[config.mk]
export PLATFORM = sky130hd
export DESIGN_NAME = disp_vote_top
export DESIGN_NICKNAME = d
export VERILOG_FILES = /design/src/rtl/dv_pkg.sv /design/src/rtl/dv_bit_vote.sv /design/src/rtl/dv_col_shift.sv /design/src/rtl/disp_vote_top.sv
export SDC_FILE = /design/constraint.sdc
export NUM_CORES = 1
export LEC_CHECK = 0
export CAP_MARGIN = 10
export CORE_MARGIN = 3
export CORE_UTILIZATION = 45
export DETAILED_ROUTE_END_ITERATION = 8
export PLACE_DENSITY = 0.72
export SLEW_MARGIN = 15
export SYNTH_ARGS = -nofsm -noshare
export SYNTH_HDL_FRONTEND = slang
export SYNTH_HIERARCHICAL = 1
export SYNTH_SLANG_ARGS = --single-unit
[constraint.sdc]
create_clock -name clk -period 9.45 [get_ports clk]
set_clock_uncertainty 0.15 [all_clocks]
set_input_delay 1.89 -clock clk [delete_from_list [all_inputs] [get_ports clk]]
set_output_delay 1.89 -clock clk [all_outputs]
set_load 0.02 [all_outputs]
[src/rtl/dv_pkg.sv]
// Shared sizing for the disparity voter.
// Assumes a square window with an odd side length.
package dv_pkg;
    localparam int DV_WIN = 25;  // window side: entries per column and number of columns
    localparam int DV_DW  = 6;   // disparity width in bits
endpackage

[src/rtl/dv_bit_vote.sv]
// Bitwise majority vote over N entries. Only entries flagged valid are counted.
// For each bit, the result bit is 1 when the ones among the valid entries are more
// than half of the valid entries. Purely combinational.
// Assumes N >= 1. The result disparity is 0 when no entry is valid.
module dv_bit_vote #(
    parameter int N  = 25,
    parameter int DW = 6
) (
    input  logic [N*DW-1:0] disp_i,
    input  logic [N-1:0]    ok_i,
    output logic [DW-1:0]   disp_o,
    output logic            ok_o
);
    localparam int CW = $clog2(N + 1);

    logic [CW-1:0] n_valid;

    // count the valid entries
    always_comb begin
        n_valid = '0;
        for (int i = 0; i < N; i++) begin
            n_valid = n_valid + CW'(ok_i[i]);
        end
    end

    assign ok_o = (n_valid != '0);

    // one independent counter and compare per bit position
    for (genvar b = 0; b < DW; b++) begin : g_bit
        logic [CW-1:0] n_ones;
        // count the valid entries that carry a one in this bit
        always_comb begin
            n_ones = '0;
            for (int i = 0; i < N; i++) begin
                n_ones = n_ones + CW'(ok_i[i] & disp_i[i*DW + b]);
            end
        end
        assign disp_o[b] = ({n_ones, 1'b0} > {1'b0, n_valid});
    end
endmodule

[src/rtl/dv_col_shift.sv]
// Shift register of column results with the original centre entry of each column.
// Stage 0 holds the newest column. On en, every stage moves one place along.
// The centre output taps stage HALF.
// Assumes WIN is odd. Reset clears every stage to invalid with value 0.
module dv_col_shift #(
    parameter int WIN = 25,
    parameter int DW  = 6
) (
    input  logic             clk,
    input  logic             rst_n,
    input  logic             en,
    input  logic [DW-1:0]    res_disp_i,
    input  logic             res_ok_i,
    input  logic [DW-1:0]    ctr_i,
    output logic [WIN*DW-1:0] win_disp_o,
    output logic [WIN-1:0]   win_ok_o,
    output logic [DW-1:0]    ctr_o
);
    localparam int HALF = WIN / 2;

    logic [DW-1:0] st_disp [WIN];
    logic          st_ok   [WIN];
    logic [DW-1:0] st_ctr  [WIN];

    for (genvar s = 0; s < WIN; s++) begin : g_stage
        // load stage s from its upstream neighbour or from the new column
        always_ff @(posedge clk) begin
            if (!rst_n) begin
                st_disp[s] <= '0;
                st_ok[s]   <= 1'b0;
                st_ctr[s]  <= '0;
            end else if (en) begin
                if (s == 0) begin
                    st_disp[s] <= res_disp_i;
                    st_ok[s]   <= res_ok_i;
                    st_ctr[s]  <= ctr_i;
                end else begin
                    st_disp[s] <= st_disp[(s == 0) ? 0 : s-1];
                    st_ok[s]   <= st_ok[(s == 0) ? 0 : s-1];
                    st_ctr[s]  <= st_ctr[(s == 0) ? 0 : s-1];
                end
            end
        end
        assign win_disp_o[s*DW +: DW] = st_disp[s];
        assign win_ok_o[s]            = st_ok[s];
    end

    assign ctr_o = st_ctr[HALF];
endmodule

[src/rtl/disp_vote_top.sv]
// Valid-aware disparity voter over a WIN x WIN window.
// Each accepted column is reduced by a column vote, then pushed into a shift register.
// A horizontal vote over the stored results yields the refined centre disparity
// two edges after the column was accepted.
// Assumes the caller sends HALF all-invalid padding columns at each row edge.
module disp_vote_top #(
    parameter int WIN = dv_pkg::DV_WIN,
    parameter int DW  = dv_pkg::DV_DW
) (
    input  logic              clk,
    input  logic              rst_n,
    input  logic              in_en,
    input  logic [WIN*DW-1:0] col_disp,
    input  logic [WIN-1:0]    col_valid,
    output logic              out_vld,
    output logic [DW-1:0]     out_disp,
    output logic              out_valid
);
    localparam int HALF = WIN / 2;

    logic [DW-1:0]     cres_disp;
    logic              cres_ok;
    logic [WIN*DW-1:0] win_disp;
    logic [WIN-1:0]    win_ok;
    logic [DW-1:0]     ctr_q;
    logic [DW-1:0]     row_disp;
    logic              row_ok;
    logic              shift_d;

    dv_bit_vote #(.N(WIN), .DW(DW)) u_col (
        .disp_i (col_disp),
        .ok_i   (col_valid),
        .disp_o (cres_disp),
        .ok_o   (cres_ok)
    );

    dv_col_shift #(.WIN(WIN), .DW(DW)) u_shift (
        .clk        (clk),
        .rst_n      (rst_n),
        .en         (in_en),
        .res_disp_i (cres_disp),
        .res_ok_i   (cres_ok),
        .ctr_i      (col_disp[HALF*DW +: DW]),
        .win_disp_o (win_disp),
        .win_ok_o   (win_ok),
        .ctr_o      (ctr_q)
    );

    dv_bit_vote #(.N(WIN), .DW(DW)) u_row (
        .disp_i (win_disp),
        .ok_i   (win_ok),
        .disp_o (row_disp),
        .ok_o   (row_ok)
    );

    // remember that the window moved, so the result register loads next cycle
    always_ff @(posedge clk) begin
        if (!rst_n) shift_d <= 1'b0;
        else        shift_d <= in_en;
    end

    // register the refined disparity, falling back to the centre when nothing is valid
    always_ff @(posedge clk) begin
        if (!rst_n) begin
            out_vld   <= 1'b0;
            out_disp  <= '0;
            out_valid <= 1'b0;
        end else begin
            out_vld <= shift_d;
            if (shift_d) begin
                out_disp  <= row_ok ? row_disp : ctr_q;
                out_valid <= row_ok;
            end
        end
    end
endmodule

After elaboration in Yosys (flattened, before gate mapping)
Memory sizes are Yosys's and may differ from the RTL's. Index checks and enable logic that the tools add are counted.

Flip-flop bits (word level): 9. Memory bits (writable): 325. Input bits: 178. Output and inout port bits: 8. Word-level logic and storage cells: 812. Memories: 3.

Memories: u_shift.st_ctr (depth 25, bits a word 6, read ports 24, clocked after memory_dff 0, wr ports 25, line dv_col_shift.sv:23) `logic [DW-1:0] st_ctr [WIN];`; u_shift.st_disp (depth 25, bits a word 6, read ports 25, clocked after memory_dff 0, wr ports 25, line dv_col_shift.sv:21) `logic [DW-1:0] st_disp [WIN];`; u_shift.st_ok (depth 25, bits a word 1, read ports 25, clocked after memory_dff 0, wr ports 25, line dv_col_shift.sv:22) `logic st_ok [WIN];`.

Add/subtract/negate cells: 336. Magnitude comparators: 12. Multiplexer cells: 80. Bitwise gates (word level): 375. Reduce and logical (&&, ||, !) cells: 2.

Operators by type and width (number): $add A5 B5 Y5 (288); $mux W6 (51); $and A1 B1 Y1 (300); $add A5 B1 Y5 (46); $or A1 B1 Y1 (75); $gt A6 B5 Y1 (12); $mux W1 (29); $reduce_bool A5 Y1 (2); $add A1 B1 Y2 (2).

Longest topological paths before layout
An unclocked memory read counts as a cell.

Depth after elaboration: 28. Mapped depth: 25. Depth with buffers taken out: 25.

By module
Netlist, hierarchy kept.

By module, submodules not included: dv_col_shift (times used 1, cells an instance 570, area an instance 9651.8 um^2, seq. area each 7587.3 um^2); dv_bit_vote at u_col (times used 1, cells an instance 603, area an instance 5388.9 um^2, seq. area each 0.0 um^2); dv_bit_vote at u_row (times used 1, cells an instance 605, area an instance 5375.2 um^2, seq. area each 0.0 um^2); disp_vote_top (times used 1, cells an instance 33, area an instance 347.8 um^2, seq. area each 180.2 um^2).

Least setup slack after synthesis
OpenSTA, ideal clock, no wires.

Path type: input to register. Start point: input in_en. End point: memory u_shift.st_ctr[0][0], enable pin. Setup time: 0.658 ns. Arrival time: 8.203 ns. Required time: 8.642 ns. Setup slack: 0.439 ns. Stages: 3. Path buffers: 2. Cell sequence: buf_4 > buf_8 > nand2b_1.

RTL lines: start, declared (line disp_vote_top.sv:12) `input logic in_en,`; end, declared (line dv_col_shift.sv:23).

==> metrics.cfg <==
[worst_setup_path]
critical_path_start = col_valid[0]
timing.setup.critical_path_class = in2reg
worst_path_largest_cell_delay_ns = 0.63
arrival_worst_endpoint_ns = 8.20
crit_path_max_fanout = 7
crit_path_start_kind = input port
worst_ep_required_time_ns = 9.59
critPathCaptureType = flop
r2r_slack_ns = 2.38
critical_r2r_launch = u_shift/st_ok[0][0]$_DFFE_PP_
critPathSlowestCell = sky130_fd_sc_hd__clkdlybuf4s50_1

[route]
drtIter0Drc = 1043
route.final.wire_length_mm = 49.44
avgViaCountPerCell = 5.198
drt-pass1-iter-count = 5
detail_route.drc_violations = 0
postRouteAntennaNets = 0
detail_route.wl_per_cell_um = 19.08
num_vias = 13470

[global_route]
gr-total-overflow = 0
grt.total_usage = 0.2008
grt_antenna_before_repair = 0
grt_pass1_wl_mm = 78.18
maximum_number_of_pins_on_one_net_before_global_route_repair = 188
vias_in_the_first_global_route = 14590

[power]
pwr_density_cell_nw_per_um2 = 283.4
power.internal_mw = 3.979
power.switching_mw = 2.788
clock_network_fraction_of_total_power = 0.160
power.ir.vdd_worst_v = 0.0003435
power.share.switching = 0.4120
power.combinational.fraction = 0.626
share_seq_of_total_power = 0.215
p_leak_nw = 11.59

[clock_network]
cts_htree_levels = 1
cts-hold-fix-buffers = 0
post_cts_buffers = 0
tritoncts = built
clkTransAtPathRegs_ns = 0.06
root_buffer = sky130_fd_sc_hd__clkbuf_16
clk_lat_worst_skew_ns = 0.54
post_cts.resized_instances = 0
cts.sinks = 262
max-clock-path-buffers = 3
cts_made_buffers = 27

[synth]
synth_mux_area_frac = 0.003857
number_of_unique_standard_cell_types_used_by_synthesis = 61
mean_area_per_synthesized_cell_um2 = 11.47
synth_fp_nets = 2359
synthXorXnorAreaFrac = 0.02157
yosys_register_bits = 262
yosysSeqAreaShare = 0.3741
synth_top_family_by_area = adder cells
synthSimpleGateAreaFrac = 0.1723
netlist_instances = 1811
syn_area_um2 = 20760
yosysWarningCount = 6
async_flop_share = 0
synth_flop_cell = sky130_fd_sc_hd__edfxtp_1
adder_and_majority_cell_fraction_of_the_synthesized_area = 0.3141
synth_enable_flop_cells = 252
fraction_of_the_mapped_netlist_area_in_compound_gates = 0.03218

[worst_hold_path]
hp-start = out_disp[2]$_SDFFE_PN0P_
hold_path.class = reg2reg

[timing]
slew_headroom = 0.2348
fin_setup_tns_ns = 0
rsz_0062_raised_after_global_routing = false
layout_setup_ws_ns = 1.385
total_count_of_max_transition_violations_in_the_final_report = 0
peak_freq_mhz = 124.0
period_minus_slack_ns = 8.065
report.final.hold_viol_count = 0
post-route-period-util = 0.8534
report.final.setup_viol = 0
tightest_slew_ns = 1.148

[place]
place.gp.congestion = 0.9529
hpwl_mm = 38.13
dpl_cell_area_um2 = 22960
preCtsSetupSlack_ns = 0.8873
place.port_buffers = 185

[floorplanning]
start_util = 0.4566
boundaryPins = 186
placementRows = 78
core_region_area_um2 = 45480
floorplan.die_area_um2 = 48750
die_width_um = 220.8
die_y_um = 220.8

[finish]
relative_area_change_from_synthesis_to_final_layout_pct = 15.00
antennaDiodeCount = 0
final_non_filler_cell_area_um2 = 23880
share_of_post_route_cells_with_drive_strength_above_1 = 0.03566
mostFrequentLayoutCell = sky130_fd_sc_hd__inv_1
num-fill-cells = 4000
finalNetCount = 2518
layout.cells.most_common_list = 319 x sky130_fd_sc_hd__inv_1, 252 x sky130_fd_sc_hd__fa_1, 252 x sky130_fd_sc_hd__and3_1, 252 x sky130_fd_sc_hd__edfxtp_1, 185 x sky130_fd_sc_hd__nand2_1

[flow_run]
timing.max_cap.violations = 0

[outcome]
outcome = finished, final reports clean

## per-stage QoR
stage,instances,hold slack [ns],power (mW),utilization
3_5_place_dp,2541,0.3506,5.718,0.5049
6_report,2591,0.3621,6.768,0.5251
5_1_grt,2591,0.4009,7.406,0.5251
4_1_cts,2591,0.3655,6.822,0.5251
3_3_place_gp,2541,0.3449,5.510,0.5049
2_1_floorplan,1811,0.3846,4.669,-
## sequential cells by signal, indices dropped and copies added, names as in the netlist
signal / count
out_disp: 6
out_vld: 1
u_shift/st_ctr: 78
u_shift/st_ok: 25
out_valid: 1
u_shift/st_disp: 150
shift_d: 1
## path summary, 6_finish.rpt
path | to | depth (start not counted)
worst min register to register | out_disp[2]$_SDFFE_PN0P_ | 2
worst max-delay path | u_shift/st_disp[0][1]$_SDFFCE_PN0P_ | 26
worst min-delay path | out_disp[2]$_SDFFE_PN0P_ | 2
worst max register to register | out_disp[5]$_SDFFE_PN0P_ | 24
## cells by family after synthesis
logic type,count (synthesis)
simple gates,646
buf+inv,385
fa+ha+maj,370
flops,262
mux,8
xor+xnor,37
compound gates,103
## synthesized netlist by cell type, types with 19 or more instances
| master | n | share of area |
|---|---|---|
| sky130_fd_sc_hd__fa_1 | 252 | 0.24 |
| sky130_fd_sc_hd__ha_1 | 118 | 0.071 |
| sky130_fd_sc_hd__and3_1 | 252 | 0.076 |
| sky130_fd_sc_hd__nor2_1 | 24 | 0.0043 |
| sky130_fd_sc_hd__inv_1 | 319 | 0.058 |
| sky130_fd_sc_hd__buf_6 | 19 | 0.010 |
| sky130_fd_sc_hd__buf_2 | 28 | 0.0067 |
| sky130_fd_sc_hd__a21oi_1 | 34 | 0.0082 |
| sky130_fd_sc_hd__edfxtp_1 | 252 | 0.36 |
| sky130_fd_sc_hd__and2_1 | 125 | 0.038 |
| sky130_fd_sc_hd__xnor2_1 | 23 | 0.0097 |
| sky130_fd_sc_hd__nand2_1 | 185 | 0.033 |
## power groups by stage
stage	Clock [mW]	Sequential, mW	Combinational, mW
after floorplan	0	1.46	3.21
after global placement	0	1.47	4.04
after detailed placement	0	1.48	4.24
after CTS	1.10	1.45	4.26
after global routing	1.15	1.46	4.80
final	1.08	1.45	4.23
## critical path, delay by kind of cell
kind,cells,cell delay (ns)
AO/OA/AOI/OAI,5,1.06
XOR/XNOR,1,0.17
adder cells (fa/ha/maj),9,3.56
buffers and inverters,8,1.16
AND/OR/NAND/NOR,3,0.35
## layout make-up
cell class	count	area, um^2	area share
sequential	262	7767	0.3253
inverter	319	1197	0.05014
clock buffer	39	792.0	0.03317
timing repair buffer	196	1946	0.08148
multi-input combinational	1164	11300	0.4733
clock inverter	11	123.9	0.005187
tap	600	750.7	0.03144
## metal layers
metal,global-route usage,share of wire
met1,0.2656,0.42
met3,0.03330,0.068
met5,0,0
met4,0.06460,0.032
met2,0.3397,0.48
Note: power is estimated with default switching activity, not from simulation.
